`src/rtl/rx_pkg.sv`:
```
package rx_pkg;

    typedef enum logic [1:0] {
        DIV_ONE  = 2'd0,
        DIV_MID  = 2'd1,
        DIV_HIGH = 2'd2
    } div_t;

    typedef enum logic [1:0] {
        PAR_NONE = 2'b00,
        PAR_EVEN = 2'b01,
        PAR_ODD  = 2'b10,
        PAR_OFF  = 2'b11
    } par_t;

    typedef struct packed {
        logic word8;
        par_t par;
        logic two_stop;
    } cfg_t;

    typedef struct packed {
        logic [7:0] data;
        logic       frame_err;
        logic       parity_err;
    } frame_t;

    typedef enum logic [2:0] {
        ST_IDLE,
        ST_START,
        ST_DATA,
        ST_PAR,
        ST_STOP1,
        ST_STOP2
    } rx_state_t;

    function automatic cfg_t unpack_fmt(input logic [3:0] f);
        cfg_t c;
        c.word8    = f[3];
        c.par      = par_t'(f[2:1]);
        c.two_stop = f[0];
        return c;
    endfunction

    function automatic div_t decode_div(input logic [1:0] s);
        case (s)
            2'b00:   return DIV_ONE;
            2'b01:   return DIV_MID;
            default: return DIV_HIGH;
        endcase
    endfunction

    function automatic logic parity_on(input cfg_t c);
        return (c.par == PAR_EVEN) || (c.par == PAR_ODD);
    endfunction

endpackage

```
`src/rtl/rx_bit_timer.sv`:
```
module rx_bit_timer
    import rx_pkg::*;
#(
    parameter int MID_DIV  = 16,
    parameter int HIGH_DIV = 64,
    localparam int CNT_W   = $clog2(HIGH_DIV + 1)
) (
    input  logic clk,
    input  logic rst,
    input  div_t div,
    input  logic half,
    input  logic clr,
    output logic hit
);
    localparam logic [CNT_W-1:0] ONE = CNT_W'(1);

    logic [CNT_W-1:0] cnt;
    logic [CNT_W-1:0] ratio;
    logic [CNT_W-1:0] target;

    always_comb begin
        case (div)
            DIV_ONE: ratio = ONE;
            DIV_MID: ratio = CNT_W'(MID_DIV);
            default: ratio = CNT_W'(HIGH_DIV);
        endcase
        target = half ? (ratio >> 1) : ratio;
        hit    = (cnt == target);
    end

    always_ff @(posedge clk) begin
        if (rst || clr || hit) cnt <= ONE;
        else                   cnt <= cnt + ONE;
    end
endmodule

```
`src/rtl/rx_framer.sv`:
```
module rx_framer
    import rx_pkg::*;
(
    input  logic   clk,
    input  logic   rst,
    input  logic   rxd,
    input  cfg_t   cfg_in,
    input  div_t   div_in,
    input  logic   hit,
    output logic   clr,
    output logic   half,
    output div_t   div_q,
    output cfg_t   cfg_q,
    output logic   done,
    output frame_t frame
);
    rx_state_t  st;
    logic [2:0] idx;
    logic [7:0] data;
    logic       acc;
    logic       pe;
    logic [2:0] last_idx;

    assign clr      = (st == ST_IDLE);
    assign half     = (st == ST_START);
    assign last_idx = cfg_q.word8 ? 3'd7 : 3'd6;

    always_ff @(posedge clk) begin
        if (rst) begin
            st    <= ST_IDLE;
            idx   <= '0;
            data  <= '0;
            acc   <= 1'b0;
            pe    <= 1'b0;
            cfg_q <= '0;
            div_q <= DIV_ONE;
            done  <= 1'b0;
            frame <= '0;
        end else begin
            done <= 1'b0;
            case (st)
                ST_IDLE: if (!rxd) begin
                    cfg_q <= cfg_in;
                    div_q <= div_in;
                    data  <= '0;
                    acc   <= 1'b0;
                    idx   <= '0;
                    pe    <= 1'b0;
                    st    <= (div_in == DIV_ONE) ? ST_DATA : ST_START;
                end
                ST_START: if (hit) st <= rxd ? ST_IDLE : ST_DATA;
                ST_DATA: if (hit) begin
                    data[idx] <= rxd;
                    acc       <= acc ^ rxd;
                    idx       <= idx + 3'd1;
                    if (idx == last_idx)
                        st <= parity_on(cfg_q) ? ST_PAR : ST_STOP1;
                end
                ST_PAR: if (hit) begin
                    pe <= (acc ^ rxd) != (cfg_q.par == PAR_ODD);
                    st <= ST_STOP1;
                end
                ST_STOP1: if (hit) begin
                    frame <= '{data: data, frame_err: !rxd, parity_err: pe};
                    if (cfg_q.two_stop) begin
                        st <= ST_STOP2;
                    end else begin
                        done <= 1'b1;
                        st   <= ST_IDLE;
                    end
                end
                ST_STOP2: if (hit) begin
                    done <= 1'b1;
                    st   <= ST_IDLE;
                end
                default: st <= ST_IDLE;
            endcase
        end
    end
endmodule

```
`src/rtl/rx_hold.sv`:
```
module rx_hold
    import rx_pkg::*;
(
    input  logic       clk,
    input  logic       rst,
    input  logic       done,
    input  frame_t     frame,
    input  logic       rd_ack,
    output logic [7:0] rx_byte,
    output logic       rx_valid,
    output logic       err_frame,
    output logic       err_parity,
    output logic       err_overrun
);
    always_ff @(posedge clk) begin
        if (rst) begin
            rx_byte     <= '0;
            rx_valid    <= 1'b0;
            err_frame   <= 1'b0;
            err_parity  <= 1'b0;
            err_overrun <= 1'b0;
        end else begin
            if (rd_ack) begin
                rx_valid    <= 1'b0;
                err_overrun <= 1'b0;
            end
            if (done) begin
                if (rx_valid && !rd_ack) begin
                    err_overrun <= 1'b1;
                end else begin
                    rx_byte    <= frame.data;
                    rx_valid   <= 1'b1;
                    err_frame  <= frame.frame_err;
                    err_parity <= frame.parity_err;
                end
            end
        end
    end
endmodule

```
`src/rtl/rx_deser.sv`:
```
module rx_deser
    import rx_pkg::*;
#(
    parameter int MID_DIV  = 16,
    parameter int HIGH_DIV = 64
) (
    input  logic       clk,
    input  logic       rst,
    input  logic       rxd,
    input  logic [3:0] fmt,
    input  logic [1:0] div_sel,
    input  logic       rd_ack,
    output logic [7:0] rx_byte,
    output logic       rx_valid,
    output logic       err_frame,
    output logic       err_parity,
    output logic       err_overrun
);
    logic   hit, clr, half, frm_done, cur_word8;
    div_t   div_q;
    cfg_t   cfg_q;
    frame_t frm;

    assign cur_word8 = cfg_q.word8;

    rx_bit_timer #(.MID_DIV(MID_DIV), .HIGH_DIV(HIGH_DIV)) u_timer (
        .clk(clk), .rst(rst), .div(div_q), .half(half), .clr(clr), .hit(hit)
    );

    rx_framer u_framer (
        .clk(clk), .rst(rst), .rxd(rxd),
        .cfg_in(unpack_fmt(fmt)), .div_in(decode_div(div_sel)),
        .hit(hit), .clr(clr), .half(half), .div_q(div_q), .cfg_q(cfg_q),
        .done(frm_done), .frame(frm)
    );

    rx_hold u_hold (
        .clk(clk), .rst(rst), .done(frm_done), .frame(frm), .rd_ack(rd_ack),
        .rx_byte(rx_byte), .rx_valid(rx_valid), .err_frame(err_frame),
        .err_parity(err_parity), .err_overrun(err_overrun)
    );
endmodule

```
`config.mk`:
```
export PLATFORM = sky130hd
export DESIGN_NAME = rx_deser
export DESIGN_NICKNAME = d
export VERILOG_FILES = /design/src/rtl/rx_pkg.sv /design/src/rtl/rx_bit_timer.sv /design/src/rtl/rx_framer.sv /design/src/rtl/rx_hold.sv /design/src/rtl/rx_deser.sv
export SDC_FILE = /design/constraint.sdc
export NUM_CORES = 1
export LEC_CHECK = 0
export BUFFER_PORTS_ARGS = -buffer_cell sky130_fd_sc_hd__buf_2
export CAP_MARGIN = 0
export CORE_MARGIN = 1
export CORE_UTILIZATION = 45
export CTS_CLUSTER_DIAMETER = 40
export DETAILED_ROUTE_END_ITERATION = 10
export PLACE_DENSITY = 0.66
export SKIP_LAST_GASP = 1
export SYNTH_ARGS = -nofsm -noshare
export SYNTH_HDL_FRONTEND = slang
export SYNTH_SLANG_ARGS = --single-unit
```
`constraint.sdc`:
```
create_clock -name clk -period 4.1 [get_ports clk]
set_input_delay 0.205 -clock clk [delete_from_list [all_inputs] [get_ports clk]]
set_output_delay 0.205 -clock clk [all_outputs]
set_load 0.05 [all_outputs]
```
==> summary.log, run 1 <==
[logic_synthesis] total of flip-flops plus latches after synthesis 52
[die] Site Rows 26
[setup_path] critical path data arrival time 2760 ps
[power_and_ir_drop] worst vdd ir 0.223 mV
[setup_path] crit-path leading delay family simple AND/OR/NAND/NOR gates
[global_routing] largest net degree at the start of global routing 51
[cts] clock latency on the worst-skew pair 310 ps
[logic_synthesis] total nets after synthesis 293
[setup_path] critical path's slowest cell sky130_fd_sc_hd__a21boi_1
[sta] final setup violation count 0
[cts] cell chosen for the clock root sky130_fd_sc_hd__clkbuf_8
[logic_synthesis] synthesized-area fraction occupied by ao, oa, aoi and oai cells 0.0797
[logic_synthesis] post-synthesis share of cell area spent on full adders, half adders and majority gates 0.0150
[die] CORE AREA 0.00524 mm^2
[global_routing] GRT met2 Usage 0.252
[power_and_ir_drop] Lkg Pwr 0.00114 uW
[logic_synthesis] Synth warnings 0
[routing] post-detailed-route count of antenna-violating nets 0
[layout] proportion of layout cells with a drive suffix above 1 0.139
[sta] upper clock frequency limit 390 MHz
[logic_synthesis] post-synthesis simple-gate area fraction 0.280
[sta] max_slew headroom 0.252
[logic_synthesis] commonest register cell after synthesis sky130_fd_sc_hd__dfxtp_1
[sta] RSZ-0062 raised after global routing no
[routing] total DRC errors in the routed layout 0
[global_routing] global-route met3 utilization 0.0395
[cts] number of H-tree levels 2
[place] dpl ws 1500 ps
[cts] deepest clock path buffer count 2
[global_routing] overall overflow remaining after global route 0
[routing] drt first-iter violations 104
[routing] wire per inst 12.6 um
[sta] Total Negative Setup Slacks 0 ps
[logic_synthesis] part of the Yosys area used for sequential elements 0.417
[logic_synthesis] Post-synth EDFFs 0
[place] HPWL Detailed 3.12 mm
[global_routing] initial antenna violation count 0
[sta] slew at the pin with the worst max-slew slack 1120 ps
[sta] Fin. Hold Viols 0
[routing] wire length reported by the detailed router 4.59 mm
[logic_synthesis] largest family of logic cells by synthesized area simple AND/OR/NAND/NOR gates
[logic_synthesis] Mapped Avg Cell Area 8.92 um^2
[layout] Layout Utilization 0.520
[power_and_ir_drop] Cell Pwr Density 459 mW/mm^2
[setup_path] kind of critical path reg2reg
[cts] Clk pin slew, worst setup/hold paths 100 ps
[logic_synthesis] share of the synthesized netlist area taken by xor and xnor gates 0.0281
[sta] final cycle utilization of the critical path 0.625
[die] Die Span Y 76.5 um
[setup_path] Worst setup EP type flop
[setup_path] startpoint class of the critical path flop
[cts] hold-fix buffer count after cts 0
[cts] TritonCTS clock tree yes
[logic_synthesis] number of cells produced by synthesis 280
[power_and_ir_drop] total chip power 1250 uW
[layout] signed area change from the synthesized netlist to the final layout 9.07%
[setup_path] cell breakdown of the critical path or3b_1 > mux2_4 > a21boi_1 > nand4_1 > mux2i_1
[die] Die Outline Area 0.00585 mm^2
[place] Port Buf Inserts 21
[layout] commonest non-fill, non-tap cell in the layout sky130_fd_sc_hd__dfxtp_1
[die] starting density of the core 0.477
[cts] clock sink count 52
[die] Die X 76.5 um
[global_routing] number of global-route vias before repair 1752
[sta] Final Slew Violations 0
[setup_path] CP Buf/Inv Count 0
[setup_path] largest fanout on the critical path 15
[layout] final-stage net count 306
[cts] number of post-CTS setup repair buffers 0
[sta] worst hold-check slack 89.9 ps
[cts] Gates resized, CTS repair 0
[logic_synthesis] number of distinct library cells after synthesis 42
[run] # Max-Cap Violations 0
[layout] antenna cell count 0
[sta] setup ws final 1540 ps
[sta] min Tclk post-route 2560 ps
[global_routing] met1 capacity usage during global routing 0.242
[setup_path] largest stage delay on the critical path 650 ps
[routing] vias after detailed routing 1898
[min_path] worst hold-check path type in2reg
[place] gp weighted congestion 0.812
[cts] number of buffers created by CTS 5
[global_routing] global-route wire length before repair 8.10 mm
[routing] average vias per placed instance 5.21
[die] number of placed I/O pins 22
[layout] commonest non-fill, non-tap cells in the layout sky130_fd_sc_hd__dfxtp_1, sky130_fd_sc_hd__nor2_1, sky130_fd_sc_hd__mux2i_1
[routing] detailed-router iteration count before antenna repair 4
[logic_synthesis] multiplexer share of the synthesized area 0.144
[global_routing] most used routing layer in global routing met2
[status] status finished, final reports clean
[global_routing] Global Route Usage Sum 0.173
[logic_synthesis] share of synthesized flip-flops with an asynchronous set or reset 0
[logic_synthesis] post-synthesis instance area 0.00250 mm^2
[sta] worst clock skew on the final layout 11.8 ps
[setup_path] required time at the worst-slack endpoint 4300 ps
## sequential cells by signal, indices dropped and copies added (netlist names), 2 cells and up
register,cells
u_framer.data,8
u_framer.cfg_q,4
u_hold.rx_byte,8
u_framer.frame,10
u_timer.cnt,7
u_framer.div_q,2
u_framer.st,3
u_framer.idx,3
## stage by stage
| stage | cell area, um^2 | instances |
|---|---|---|
| finish | 2720 | 364 |
| global route | 2720 | 364 |
| CTS | 2720 | 364 |
| floorplan | 2500 | 280 |
| global placement | 2630 | 356 |
| detailed placement | 2630 | 356 |
## metal layers
metal  routed length (um)  part of all wire  vias up
li1                     -                 -      992
met1                 2420              0.53      870
met2                 1950              0.42       30
met3                  146             0.032        6
met4                   76             0.017        0
met5                    0                 0        -
## worst paths after layout
check                    start  cells past startpoint            endpoint  slack [ps]
min                     rd_ack                      2  u_hold.err_overrun          90
max             u_framer.st[0]                      5    u_framer.data[1]        1540
max reg2reg     u_framer.st[0]                      5    u_framer.data[1]        1540
min reg2reg  u_framer.cfg_q[1]                      2   u_framer.cfg_q[1]         460
## worst register-to-register path, stage by stage, from the launching register on
cell and delay (ps):
sky130_fd_sc_hd__dfxtp_1 600, sky130_fd_sc_hd__or3b_1 470, sky130_fd_sc_hd__mux2_4 350, sky130_fd_sc_hd__a21boi_1 650
sky130_fd_sc_hd__nand4_1 220, sky130_fd_sc_hd__mux2i_1 160
## where the power goes
group	internal (uW)	switching, uW	total (uW)	leakage, uW
Clock	125	182	306	0.0000452
Sequential	533	50.6	584	0.000420
Combinational	141	219	360	0.000670
Total	799	451	1250	0.00114
## synth_stat cells (all sizes together) (3+ instances only)
library cell   n  share of area
o21ai          5          0.010
mux2i         31           0.12
dfxtp         52           0.42
a21oi         13          0.026
xor2           4          0.014
nand3b         5          0.015
nor3           5          0.010
inv            3         0.0045
mux2           4          0.020
nand2         28          0.042
xnor2          4          0.014
clkbuf        11          0.017
nand2b        23          0.058
nand4          4          0.010
nand3         10          0.020
or3            3         0.0075
and3           4          0.010
ha             3          0.015
nor2          32          0.048
nor2b          9          0.023
buf            6          0.016
## cell families (layout without fill, tap and decap cells)
group | Yosys count | in the layout
buffers and inverters | 20 | 34
AO/OA/AOI/OAI | 29 | 29
XOR/XNOR | 8 | 8
AND/OR/NAND/NOR | 133 | 133
adder cells (fa/ha/maj) | 3 | 3
flip-flops | 52 | 52
multiplexers | 35 | 35
## final cells by class
cell class              count  area, um^2
clock inverters             3        25.0
clock buffers               5        68.8
repair buffers             23         120
well taps                  70        87.6
flip-flops and latches     52        1040
inverters                   3        11.3
fillers                   519        2510
multi-input cells         208        1370
No activity file was read; power rests on OpenSTA's default activity.
==> inputs of run 2 (changes only) <==
==> constraint.sdc (replaced) <==
create_clock -name clk -period 2.5 [get_ports clk]
set_input_delay 0.125 -clock clk [delete_from_list [all_inputs] [get_ports clk]]
set_output_delay 0.125 -clock clk [all_outputs]
set_load 0.05 [all_outputs]
==> run 2 against run 1 <==
Via count rose by 2.8%. Die area did not move. Setup slack got worse by 1100 ps.
==> summary.log, run 2 (synthesis gave the netlist of run 1 again) <==
[min_path] beginning of the worst hold path fmt[3]
[layout] signed area change from the synthesized netlist to the final layout 11.6%
[cts] TritonCTS clock tree yes
[global_routing] global-route wire length before repair 8.37 mm
[layout] commonest non-fill, non-tap cells in the layout sky130_fd_sc_hd__dfxtp_1, sky130_fd_sc_hd__nor2_1, sky130_fd_sc_hd__mux2i_1
[power_and_ir_drop] net switching power figure 756 uW
[routing] vias after detailed routing 1952
[run] # Max-Cap Violations 0
[routing] total DRC errors in the routed layout 0
[place] dpl ws 448 ps
[routing] wire per inst 12.9 um
[place] HPWL Detailed 3.34 mm
[power_and_ir_drop] Switching Share 0.360
[layout] post-route design area 0.00279 mm^2
[setup_path] Reg2Reg Capture Point u_framer.done
[cts] number of H-tree levels 2
[cts] hold-fix buffer count after cts 1
[global_routing] Global Route Usage Sum 0.177
[layout] antenna cell count 0
[sta] min Tclk post-route 2060 ps
[setup_path] largest fanout on the critical path 17
[routing] drt first-iter violations 75
[sta] Fin. Hold Viols 0
[cts] deepest clock path buffer count 2
[global_routing] initial antenna violation count 0
[die] starting density of the core 0.477
[layout] number of flip-flops in the largest register 10
[layout] largest reg by FF count u_framer.frame
[layout] Top Registers u_framer.frame (10), u_framer.data (8), u_hold.rx_byte (8)
[place] placed standard-cell area 0.00268 mm^2
[place] gp weighted congestion 0.861
[routing] wire length reported by the detailed router 4.81 mm
[routing] post-detailed-route count of antenna-violating nets 0
[sta] slew at the pin with the worst max-slew slack 804 ps
[cts] number of post-CTS setup repair buffers 0
[setup_path] Critical Path Sink u_framer.done
[cts] Gates resized, CTS repair 0
[status] status finished, final reports clean
[min_path] worst hold-check path type in2reg
[sta] final cycle utilization of the critical path 0.822
[routing] length of routed met2 wiring 2.07 mm
[setup_path] Worst setup EP type flop
[sta] setup ws final 445 ps
[power_and_ir_drop] portion of total power attributed to combinational logic 0.324
[setup_path] startpoint class of the critical path flop
[global_routing] number of global-route vias before repair 1864
[setup_path] kind of critical path reg2reg
[power_and_ir_drop] worst vdd ir 0.377 mV
[power_and_ir_drop] sequential share of power 0.435
[die] number of placed I/O pins 22
[setup_path] critical path data arrival time 2260 ps
[routing] wire length on met3 212 um
[die] Die Outline Area 0.00585 mm^2
[power_and_ir_drop] Int Power 1340 uW
[die] CORE AREA 0.00524 mm^2
[power_and_ir_drop] proportion of power drawn by the clock network 0.242
[die] Die X 76.5 um
[routing] M1 WL 2.43 mm
[cts] number of buffers created by CTS 5
[layout] area taken by flip-flops and latches 0.00104 mm^2
[sta] Total Negative Setup Slacks 0 ps
[setup_path] startpoint of the most critical setup path u_framer.st[1]
[routing] highest metal layer with signal wires met4
[sta] RSZ-0062 raised after global routing no
[sta] Final Slew Violations 0
[sta] final setup violation count 0
[cts] clock latency on the worst-skew pair 320 ps
[power_and_ir_drop] Cell Pwr Density 753 mW/mm^2
[cts] clock sink count 52
[setup_path] worst reg-to-reg path cell count 5
[routing] detailed-router iteration count before antenna repair 4
[sta] upper clock frequency limit 487 MHz
[global_routing] overall overflow remaining after global route 0
[place] Port Buf Inserts 21
[die] Die Span Y 76.5 um
[setup_path] worst reg2reg path startpoint u_framer.st[1]
[global_routing] largest net degree at the start of global routing 32
[die] Site Rows 26
[cts] Clk pin slew, worst setup/hold paths 90 ps
[setup_path] required time at the worst-slack endpoint 2700 ps
[layout] proportion of layout cells with a drive suffix above 1 0.159
[layout] final-stage net count 314
[sta] worst clock skew on the final layout 11.5 ps
[layout] multi-input logic area 0.00137 mm^2
[sta] max_slew headroom 0.462
[setup_path] minimum setup slack among reg-to-reg paths 440 ps
[layout] commonest non-fill, non-tap cell in the layout sky130_fd_sc_hd__dfxtp_1
[power_and_ir_drop] Lkg Pwr 0.00118 uW
[layout] count of filler cells inserted in the layout 510
[routing] average vias per placed instance 5.25
[cts] cell chosen for the clock root sky130_fd_sc_hd__clkbuf_8
## run 2: power groups by stage
stage / Sequential [uW] / Clock (uW) / Combinational [uW]
floorplan: 928 / 0 / 547
global placement: 929 / 0 / 665
detailed placement: 932 / 0 / 671
CTS: 913 / 525 / 673
global route: 920 / 557 / 740
finish: 912 / 507 / 679
## run 2: critical path, cell delays in order (launching register included)
cell and delay [ps]:
sky130_fd_sc_hd__dfxtp_1 320, sky130_fd_sc_hd__or3b_1 440, sky130_fd_sc_hd__mux2_2 280, sky130_fd_sc_hd__o221a_2 400, sky130_fd_sc_hd__nand2_1 150, sky130_fd_sc_hd__nor4b_1 350
## run 2: cell type report
type,count,area share
Clock inverter,3,0.00943
Timing Repair Buffer,31,0.0655
Inverter,3,0.00404
Multi-Input combinational cell,208,0.491
Sequential cell,52,0.373
Clock buffer,5,0.0247
Tap cell,70,0.0314
## run 2: worst min-delay path by stage
stage | endpoint | slack, ps | depth (start not counted)
2_1_floorplan | u_hold.err_overrun | 200 | 1
3_3_place_gp | u_hold.err_overrun | 320 | 2
3_5_place_dp | u_hold.err_overrun | 330 | 2
4_1_cts | u_framer.cfg_q[3] | 30 | 3
5_1_grt | u_framer.cfg_q[3] | 50 | 3
6_report | u_framer.cfg_q[3] | 40 | 3
## run 2: per-stage QoR
step | instances | power (uW) | hold WS (ps) | utilization
after floorplan | 280 | 1480 | 202 | -
final | 372 | 2100 | 40.5 | 0.532
after CTS | 372 | 2110 | 30.9 | 0.532
after detailed placement | 363 | 1600 | 328 | 0.512
after global placement | 363 | 1590 | 321 | 0.512
after global routing | 372 | 2220 | 50.6 | 0.532
## run 2: routing by layer
layer	track usage	vias to the layer above
li1	-	1006
met1	0.228	895
met2	0.275	42
met3	0.0395	9
met4	0.0904	0
met5	0	-
